$ cat config.mk
export PLATFORM = sky130hd
export DESIGN_NAME = cal_shadow_reader
export DESIGN_NICKNAME = d
export VERILOG_FILES = /design/src/rtl/cal_shadow_reader.sv
export SDC_FILE = /design/constraint.sdc
export NUM_CORES = 1
export LEC_CHECK = 0
export ABC_AREA = 0
export CAP_MARGIN = 20
export CORE_MARGIN = 2
export CORE_UTILIZATION = 53
export CTS_CLUSTER_SIZE = 16
export DETAILED_ROUTE_END_ITERATION = 8
export PLACE_DENSITY = 0.87
export SYNTH_ARGS = -nofsm -noshare
export SYNTH_HDL_FRONTEND = slang
export SYNTH_SLANG_ARGS = --single-unit
$ cat constraint.sdc
create_clock -name clk -period 4.5 [get_ports clk]
set_input_delay 1.35 -clock clk [delete_from_list [all_inputs] [get_ports clk]]
set_output_delay 1.35 -clock clk [all_outputs]
set_load 0.005 [all_outputs]
$ cat src/rtl/cal_shadow_reader.sv
module cal_shadow_reader #(
  parameter int SS_W = 16,
  parameter int TM_W = 17,
  parameter int DT_W = 16,
  localparam int DATA_W = (SS_W > TM_W) ? ((SS_W > DT_W) ? SS_W : DT_W)
                                        : ((TM_W > DT_W) ? TM_W : DT_W)
) (
  input  logic              clk,
  input  logic              rst_n,
  input  logic              upd_i,
  input  logic              rd_i,
  input  logic [1:0]        sel_i,
  input  logic              bypass_i,
  input  logic [SS_W-1:0]   live_ss_i,
  input  logic [TM_W-1:0]   live_tm_i,
  input  logic [DT_W-1:0]   live_dt_i,
  output logic [DATA_W-1:0] rdata_o,
  output logic              fresh_o
);
  localparam logic [1:0] SEL_SS = 2'd0;
  localparam logic [1:0] SEL_TM = 2'd1;
  localparam logic [1:0] SEL_DT = 2'd2;

  logic [SS_W-1:0] sh_ss;
  logic [TM_W-1:0] sh_tm;
  logic [DT_W-1:0] sh_dt;
  logic            frz_tm, frz_dt, fresh_q;

  wire rd_eff  = rd_i && !bypass_i && (sel_i != 2'd3);
  wire refresh = upd_i && !rd_eff;

  always_ff @(posedge clk) begin
    if (!rst_n) begin
      sh_ss   <= '0;
      sh_tm   <= '0;
      sh_dt   <= '0;
      frz_tm  <= 1'b0;
      frz_dt  <= 1'b0;
      fresh_q <= 1'b0;
    end else begin
      if (refresh) begin
        sh_ss   <= live_ss_i;
        if (bypass_i || !frz_tm) sh_tm <= live_tm_i;
        if (bypass_i || !frz_dt) sh_dt <= live_dt_i;
        fresh_q <= 1'b1;
      end
      if (bypass_i) begin
        frz_tm <= 1'b0;
        frz_dt <= 1'b0;
      end else if (rd_eff) begin
        case (sel_i)
          SEL_SS: begin frz_tm <= 1'b1; frz_dt <= 1'b1; end
          SEL_TM: frz_dt <= 1'b1;
          SEL_DT: begin frz_tm <= 1'b0; frz_dt <= 1'b0; fresh_q <= 1'b0; end
          default: ;
        endcase
      end
    end
  end

  always_comb begin
    rdata_o = '0;
    case (sel_i)
      SEL_SS: rdata_o = DATA_W'(bypass_i ? live_ss_i : sh_ss);
      SEL_TM: rdata_o = DATA_W'(bypass_i ? live_tm_i : sh_tm);
      SEL_DT: rdata_o = DATA_W'(bypass_i ? live_dt_i : sh_dt);
      default: rdata_o = '0;
    endcase
  end

  assign fresh_o = fresh_q;

  assert_ss_read_freezes_R3: assert property (@(posedge clk) disable iff (!rst_n)
    (rd_eff && sel_i == SEL_SS) |=> (frz_tm && frz_dt));

  assert_tm_read_freezes_date_R4: assert property (@(posedge clk) disable iff (!rst_n)
    (rd_eff && sel_i == SEL_TM) |=> frz_dt);

  assert_frozen_time_holds_R3: assert property (@(posedge clk) disable iff (!rst_n)
    (frz_tm && !bypass_i) |=> $stable(sh_tm));

  assert_collision_keeps_R6: assert property (@(posedge clk) disable iff (!rst_n)
    (rd_eff && upd_i) |=> ($stable(sh_ss) && $stable(sh_tm) && $stable(sh_dt)));

  assert_date_read_clears_R8: assert property (@(posedge clk) disable iff (!rst_n)
    (rd_eff && sel_i == SEL_DT) |=> (!fresh_o && !frz_tm && !frz_dt));

  assert_bypass_unlocks_R9: assert property (@(posedge clk) disable iff (!rst_n)
    bypass_i |=> (!frz_tm && !frz_dt));

  assert_update_sets_fresh_R2: assert property (@(posedge clk) disable iff (!rst_n)
    (upd_i && !rd_i) |=> fresh_o);
endmodule

==> impl_metrics.csv, run 1 <==
group,metric,value,unit
route,vias_per_cell,5.68,
global_routing,antenna_found_initial,0,
sta,maxSlewViolCount,0,
clock_network,insertion_delay,0.30,ns
pwr,powerDensity,284,nW/um2
place,dp_hpwl,5240,um
pwr,peakVddDrop,165,uV
critical_path,cp_max_fo,34,
clock_network,cts_tree,"yes",
clock_network,cts.path.max_buffers,2,
critical_path,crit_path_end_kind,"output port",
pwr,switching_power,0.285,mW
critical_path,crit_top_cell,"clkdlybuf4s50_1",
hold_path,hold_class,"reg -> reg",
pwr,internal_power,0.803,mW
layout,post-route-util,0.737,
global_routing,grt_pass1_vias,2755,
layout,final_nets,450,
synthesis,ys_seq_elements,52,
synthesis,avgSynthCellArea,8.82,um2
floorplanning,rows,26,
layout,synthToLayoutAreaGrowth,31.8,%
floorplanning,core,5200,um2
route,first_iter_violations,180,
place,placed_area,3720,um2
sta,worst-slew-pin-transition,0.593,ns
place,gp_congestion,0.805,
outcome,status,"completed",
synthesis,synth_cell_types,26,
route,detail_route.wl_per_cell,16.1,um
global_routing,grt_pass1_wl,12500,um
sta,period_needed,4.42,ns
route,wl,7460,um
layout,num_antenna_cells,0,
sta,fin_skew,0.00458,ns
flow_run,cap_viol_max_count,0,
sta,rsz0062_at_grt,"true",
global_routing,grt_usage,0.257,
pwr,power.leakage,1.56,nW
clock_network,clk_pin_slew,0.09,ns
critical_path,cp_slowest_cell,"clkdlybuf4s50_1",
route,drc,0,
clock_network,numCtsBuffers,5,
critical_path,path_cells,"clkdlybuf4s50_1 > clkinv_1 > buf_12 > a221oi_1 > a21oi_1 > clkdlybuf4s50_1",
global_routing,grt_start_max_net_pins,41,
critical_path,path_class,"in -> out",
pwr,sequentialPowerShare,0.466,
floorplanning,pin_count,74,
synthesis,seq_area_frac_synth,0.358,
sta,max_freq,0.226,GHz
sta,fin_ws,0.0789,ns
synthesis,yosysWarnings,0,
global_routing,gr-total-overflow,0,
pwr,switching_share,0.262,
sta,setup_viol,0,
critical_path,arrival,3.07,ns
clock_network,clockRootBuffer,"clkbuf_8",
clock_network,cts_setup_buffers,0,
place,dp_slack,0.0837,ns
synthesis,synth_area,2910,um2
synthesis,synth.net_count,386,
clock_network,cts_sinks,52,
layout,fin_area,3840,um2
route,routed-via-count,2640,
pwr,p_comb_frac,0.241,
pwr,total_power,1.09,mW
floorplanning,fp.dieH,78.1,um
floorplanning,die_w,78.1,um
critical_path,rr_startpoint,"frz_tm",
hold_path,min_from,"sh_tm[4]",
floorplanning,dieArea,6100,um2
sta,min_period_over_period,0.982,
sta,slew_headroom,0.605,
floorplanning,initial_utilization,0.559,
route,ant_nets,0,
route,drtPass1Iterations,4,
critical_path,crit_start,"sel_i[1]",
critical_path,critPathLaunchType,"primary input",
sta,hold_viol,0,
clock_network,cts_htree_levels,2,
critical_path,required,3.15,ns
pwr,clockPowerShare,0.292,
critical_path,slowest_delay,0.53,ns
synthesis,syn_inst,330,
place,numPortBuffers,73,
layout,layout-drive-gt1-share,0.159,
[area by class of cell]
| class | instances | area, um2 |
|---|---|---|
| multi-input combinational | 245 | 1730 |
| fill | 415 | 1370 |
| sequential | 52 | 1040 |
| timing repair buffer | 87 | 863 |
| tap | 70 | 87.6 |
| clock buffer | 6 | 72.6 |
| clock inverter | 2 | 35.0 |
| inverter | 3 | 11.3 |
[kinds of logic after synthesis]
family | Yosys count | synth area share
compound gates | 56 | 0.142
buf+inv | 33 | 0.0580
flops | 52 | 0.358
simple gates | 107 | 0.146
mux | 82 | 0.296
[synth_stat cells]
| master | n | area [um2] |
|---|---|---|
| nand2_1 | 100 | 375 |
| dfxtp_1 | 52 | 1040 |
| mux2i_1 | 49 | 490 |
| mux2_2 | 33 | 372 |
| a21oi_1 | 18 | 90.1 |
| clkbuf_1 | 18 | 67.6 |
| a221oi_1 | 17 | 149 |
| a22oi_1 | 16 | 120 |
| buf_2 | 6 | 30.0 |
| buf_4 | 3 | 22.5 |
| buf_6 | 2 | 22.5 |
| nor2b_1 | 2 | 12.5 |
| a211oi_1 | 1 | 7.51 |
| a21oi_2 | 1 | 8.76 |
| a221oi_4 | 1 | 26.3 |
| and3_1 | 1 | 6.26 |
| buf_8 | 1 | 15.0 |
| clkinv_1 | 1 | 3.75 |
| inv_1 | 1 | 3.75 |
| inv_2 | 1 | 3.75 |
| nand2_2 | 1 | 6.26 |
| nand2b_1 | 1 | 6.26 |
| nor2_1 | 1 | 3.75 |
| nor2b_4 | 1 | 13.8 |
| o21ai_0 | 1 | 5.00 |
| o21bai_1 | 1 | 7.51 |
[power groups by stage]
stage	clock network (mW)	logic, mW	registers (mW)
after global placement	0	0.252	0.515
after floorplan	0	0.146	0.512
after CTS	0.320	0.262	0.507
after detailed placement	0	0.260	0.517
final	0.318	0.263	0.507
after global routing	0.338	0.285	0.511
[metal layers]
metal  wire [um]  vias up  share of wire  track usage
met5           0        -              0            0
met3         376       15          0.050       0.0368
met2        3740       95           0.50        0.459
met1        3210     1243           0.43        0.314
li1            -     1287              -            -
met4         137        0          0.018       0.0930
[cell usage in the layout, fill, tap and decap left out, types with 2 or more instances in the layout]
master / synthesis / routed
nor2b_4: 1 / 2
buf_4: 3 / 11
nand2_1: 100 / 100
a22oi_1: 16 / 16
buf_2: 6 / 2
a221oi_1: 17 / 16
buf_12: 0 / 3
clkdlybuf4s50_1: 0 / 71
mux2i_1: 49 / 49
clkbuf_8: 0 / 5
dfxtp_1: 52 / 52
mux2_2: 33 / 33
a221oi_4: 1 / 2
a21oi_1: 18 / 18
[sequential cells by signal, indices dropped and copies added (netlist names)]
name,flops
sh_tm,17
sh_dt,16
sh_ss,16
fresh_o,1
frz_dt,1
frz_tm,1
[worst max-delay path: cells and delay by family]
kind                   cells  cell delay [ns]
AO/OA/AOI/OAI              2             0.40
buffers and inverters      4             1.30
[path summary, 6_finish.rpt]
| kind | to | slack, ns | cells past startpoint |
|---|---|---|---|
| setup reg to reg | sh_tm[13] | 2.99 | 3 |
| hold reg to reg | sh_tm[4] | 0.46 | 2 |
| hold / removal | sh_tm[4] | 0.46 | 2 |
| setup / recovery | rdata_o[3] | 0.08 | 6 |
[through the flow]
step | setup TNS [ns] | hold slack (ns) | std cells
final | 0 | 0.461 | 465
after global routing | -0.00378 | 0.480 | 465
after CTS | 0 | 0.461 | 465
after detailed placement | 0 | 0.448 | 457
after global placement | 0 | 0.440 | 457
after floorplan | 0 | 0.431 | 330
[timing repair]
item | CTS | global route
hold buffers | 0 | 0
setup endpoints to repair | 0 | 11
resized for setup | 0 | 1
Note: power is estimated with default switching activity, not from simulation.
==> run 2: changes to the inputs <==
CORE_ASPECT_RATIO = 1.75   (was unset)
HOLD_SLACK_MARGIN = 0.08   (was unset)
==> run 2 against run 1 <==
Combinational power hardly changed. Sequential power about the same. Largest cell class unchanged. Sequential cell count unchanged. Critical path depth unchanged. Register-to-register slack worse by 0.03 ns. Non-clock buffer count down 3. Highest routed layer unchanged. Global-route usage down 0.94 points. Sequential share of layout area decreased by 0.053 points. Cell area increased by 0.20%. Clock power decreased by 13%. Critical path type unchanged. Die area is 0.38% higher.
==> impl_metrics.csv, run 2 (synthesized netlist as in run 1, its figures left out) <==
group,metric,value,unit
outcome,status,"completed",
floorplanning,core,5300,um2
critical_path,required,3.15,ns
layout,regArea,1040,um2
floorplanning,rows,35,
sta,slew_headroom,0.363,
layout,final_nets,447,
global_routing,grt_usage,0.248,
route,drtPass1Iterations,4,
clock_network,cts_htree_levels,2,
global_routing,antenna_found_initial,0,
global_routing,grt_pass1_wl,11800,um
sta,fin_skew,0.00286,ns
floorplanning,fp.dieH,102,um
critical_path,path_cells,"clkdlybuf4s50_1 > nor2b_4 > buf_12 > a22oi_1 > a21oi_1 > clkdlybuf4s50_1",
clock_network,clk_pin_slew,0.09,ns
critical_path,arrival,3.11,ns
layout,synthToLayoutAreaGrowth,32.1,%
layout,largest_register,"sh_tm",
critical_path,critPathLaunchType,"primary input",
global_routing,grt_start_max_net_pins,60,
layout,layout_commonest_cell,"nand2_1",
route,routed-via-count,2654,
critical_path,cp_max_fo,17,
pwr,total_power,1.05,mW
route,detail_route.wl_per_cell,15.8,um
critical_path,path_class,"in -> out",
pwr,peakVddDrop,282,uV
clock_network,ctsHoldBuffers,0,
critical_path,crit_top_cell,"clkdlybuf4s50_1",
clock_network,cts_tree,"yes",
sta,maxSlewViolCount,0,
critical_path,crit_path_end_kind,"output port",
sta,hold_viol,0,
layout,multi_input_area,1730,um2
hold_path,hold_class,"reg -> reg",
pwr,power.leakage,1.57,nW
sta,worst-slew-pin-transition,0.955,ns
floorplanning,pin_count,74,
critical_path,cp_slowest_cell,"clkdlybuf4s50_1",
global_routing,grt_pass1_vias,2658,
critical_path,slowest_delay,0.53,ns
clock_network,numCtsBuffers,5,
layout,num_antenna_cells,0,
route,first_iter_violations,107,
layout,nFillCells,393,
clock_network,cts_sinks,52,
sta,setup_viol,0,
global_routing,gr-total-overflow,0,
floorplanning,dieArea,6120,um2
route,wl,7370,um
layout,reg_top3,"sh_tm (17), sh_dt (16), sh_ss (16)",
clock_network,insertion_delay,0.30,ns
route,drc,0,
place,numPortBuffers,73,
clock_network,cts.path.max_buffers,2,
sta,min_period_over_period,0.991,
clock_network,clockRootBuffer,"clkbuf_8",
floorplanning,die_w,60.0,um
route,ant_nets,0,
floorplanning,initial_utilization,0.549,
layout,layout-drive-gt1-share,0.156,
pwr,powerDensity,273,nW/um2
sta,period_needed,4.46,ns
layout,fin_area,3840,um2
layout,largest_reg_flops,17,
flow_run,cap_viol_max_count,0,
place,dp_hpwl,4920,um
place,gp_congestion,0.816,
sta,rsz0062_at_grt,"true",
sta,max_freq,0.224,GHz
route,vias_per_cell,5.70,
layout,mostFrequentLayoutCells,"nand2_1 (100), clkdlybuf4s50_1 (69), dfxtp_1 (52)",
place,placed_area,3710,um2
## run 2: per-stage QoR
| step | hold WS (ns) | worst slack (ns) | cells | TNS [ns] | util |
|---|---|---|---|---|---|
| 2_1_floorplan | 0.431 | 0.815 | 330 | 0 | - |
| 3_3_place_gp | 0.438 | 0.0767 | 457 | 0 | 0.700 |
| 3_5_place_dp | 0.446 | 0.0714 | 457 | 0 | 0.700 |
| 4_1_cts | 0.463 | 0.0547 | 465 | 0 | 0.719 |
| 5_1_grt | 0.481 | -0.00929 | 466 | -0.00929 | 0.725 |
| 6_report | 0.461 | 0.0401 | 466 | 0 | 0.725 |
## run 2: routing by layer
layer,routed length [um],GRT usage
met2,3910,0.437
met3,330,0.0380
met1,2980,0.298
met5,0,0
met4,152,0.0821
## run 2: path summary, 6_finish.rpt
path / start / endpoint / slack [ns] / cells past startpoint
setup / recovery: sel_i[1] / rdata_o[5] / 0.04 / 6
hold / removal: sh_ss[10] / sh_ss[10] / 0.46 / 2
setup reg to reg: frz_tm / sh_tm[6] / 2.96 / 3
hold reg to reg: sh_ss[10] / sh_ss[10] / 0.46 / 2
## run 2: what timing repair did
item                                    in CTS  in global routing
buffers inserted                             0                  0
gates resized for setup                      0                  3
endpoints found under the setup margin       0                  4
hold endpoints to repair                     0                  0
## run 2: where the power goes
| part | internal, mW | switching (mW) | leakage [nW] | total (mW) |
|---|---|---|---|---|
| combinational | 0.147 | 0.117 | 1.09 | 0.264 |
| sequential | 0.491 | 0.0156 | 0.428 | 0.506 |
| clock | 0.125 | 0.154 | 0.0434 | 0.278 |
| total | 0.763 | 0.286 | 1.57 | 1.05 |
## run 2: area by class of cell
| cell class | count | share of cell area |
|---|---|---|
| clock buffers | 6 | 0.0215 |
| clock inverters | 2 | 0.00391 |
| inverters | 3 | 0.00293 |
| multi-input cells | 245 | 0.449 |
| flip-flops and latches | 52 | 0.271 |
| well taps | 74 | 0.0241 |
| repair buffers | 84 | 0.228 |
## run 2: critical path: cells and delay by family
kind,cells,cell delay (ns)
buffers and inverters,3,1.22
AOI/OAI and AO/OA,2,0.30
and+or+nand+nor,1,0.24
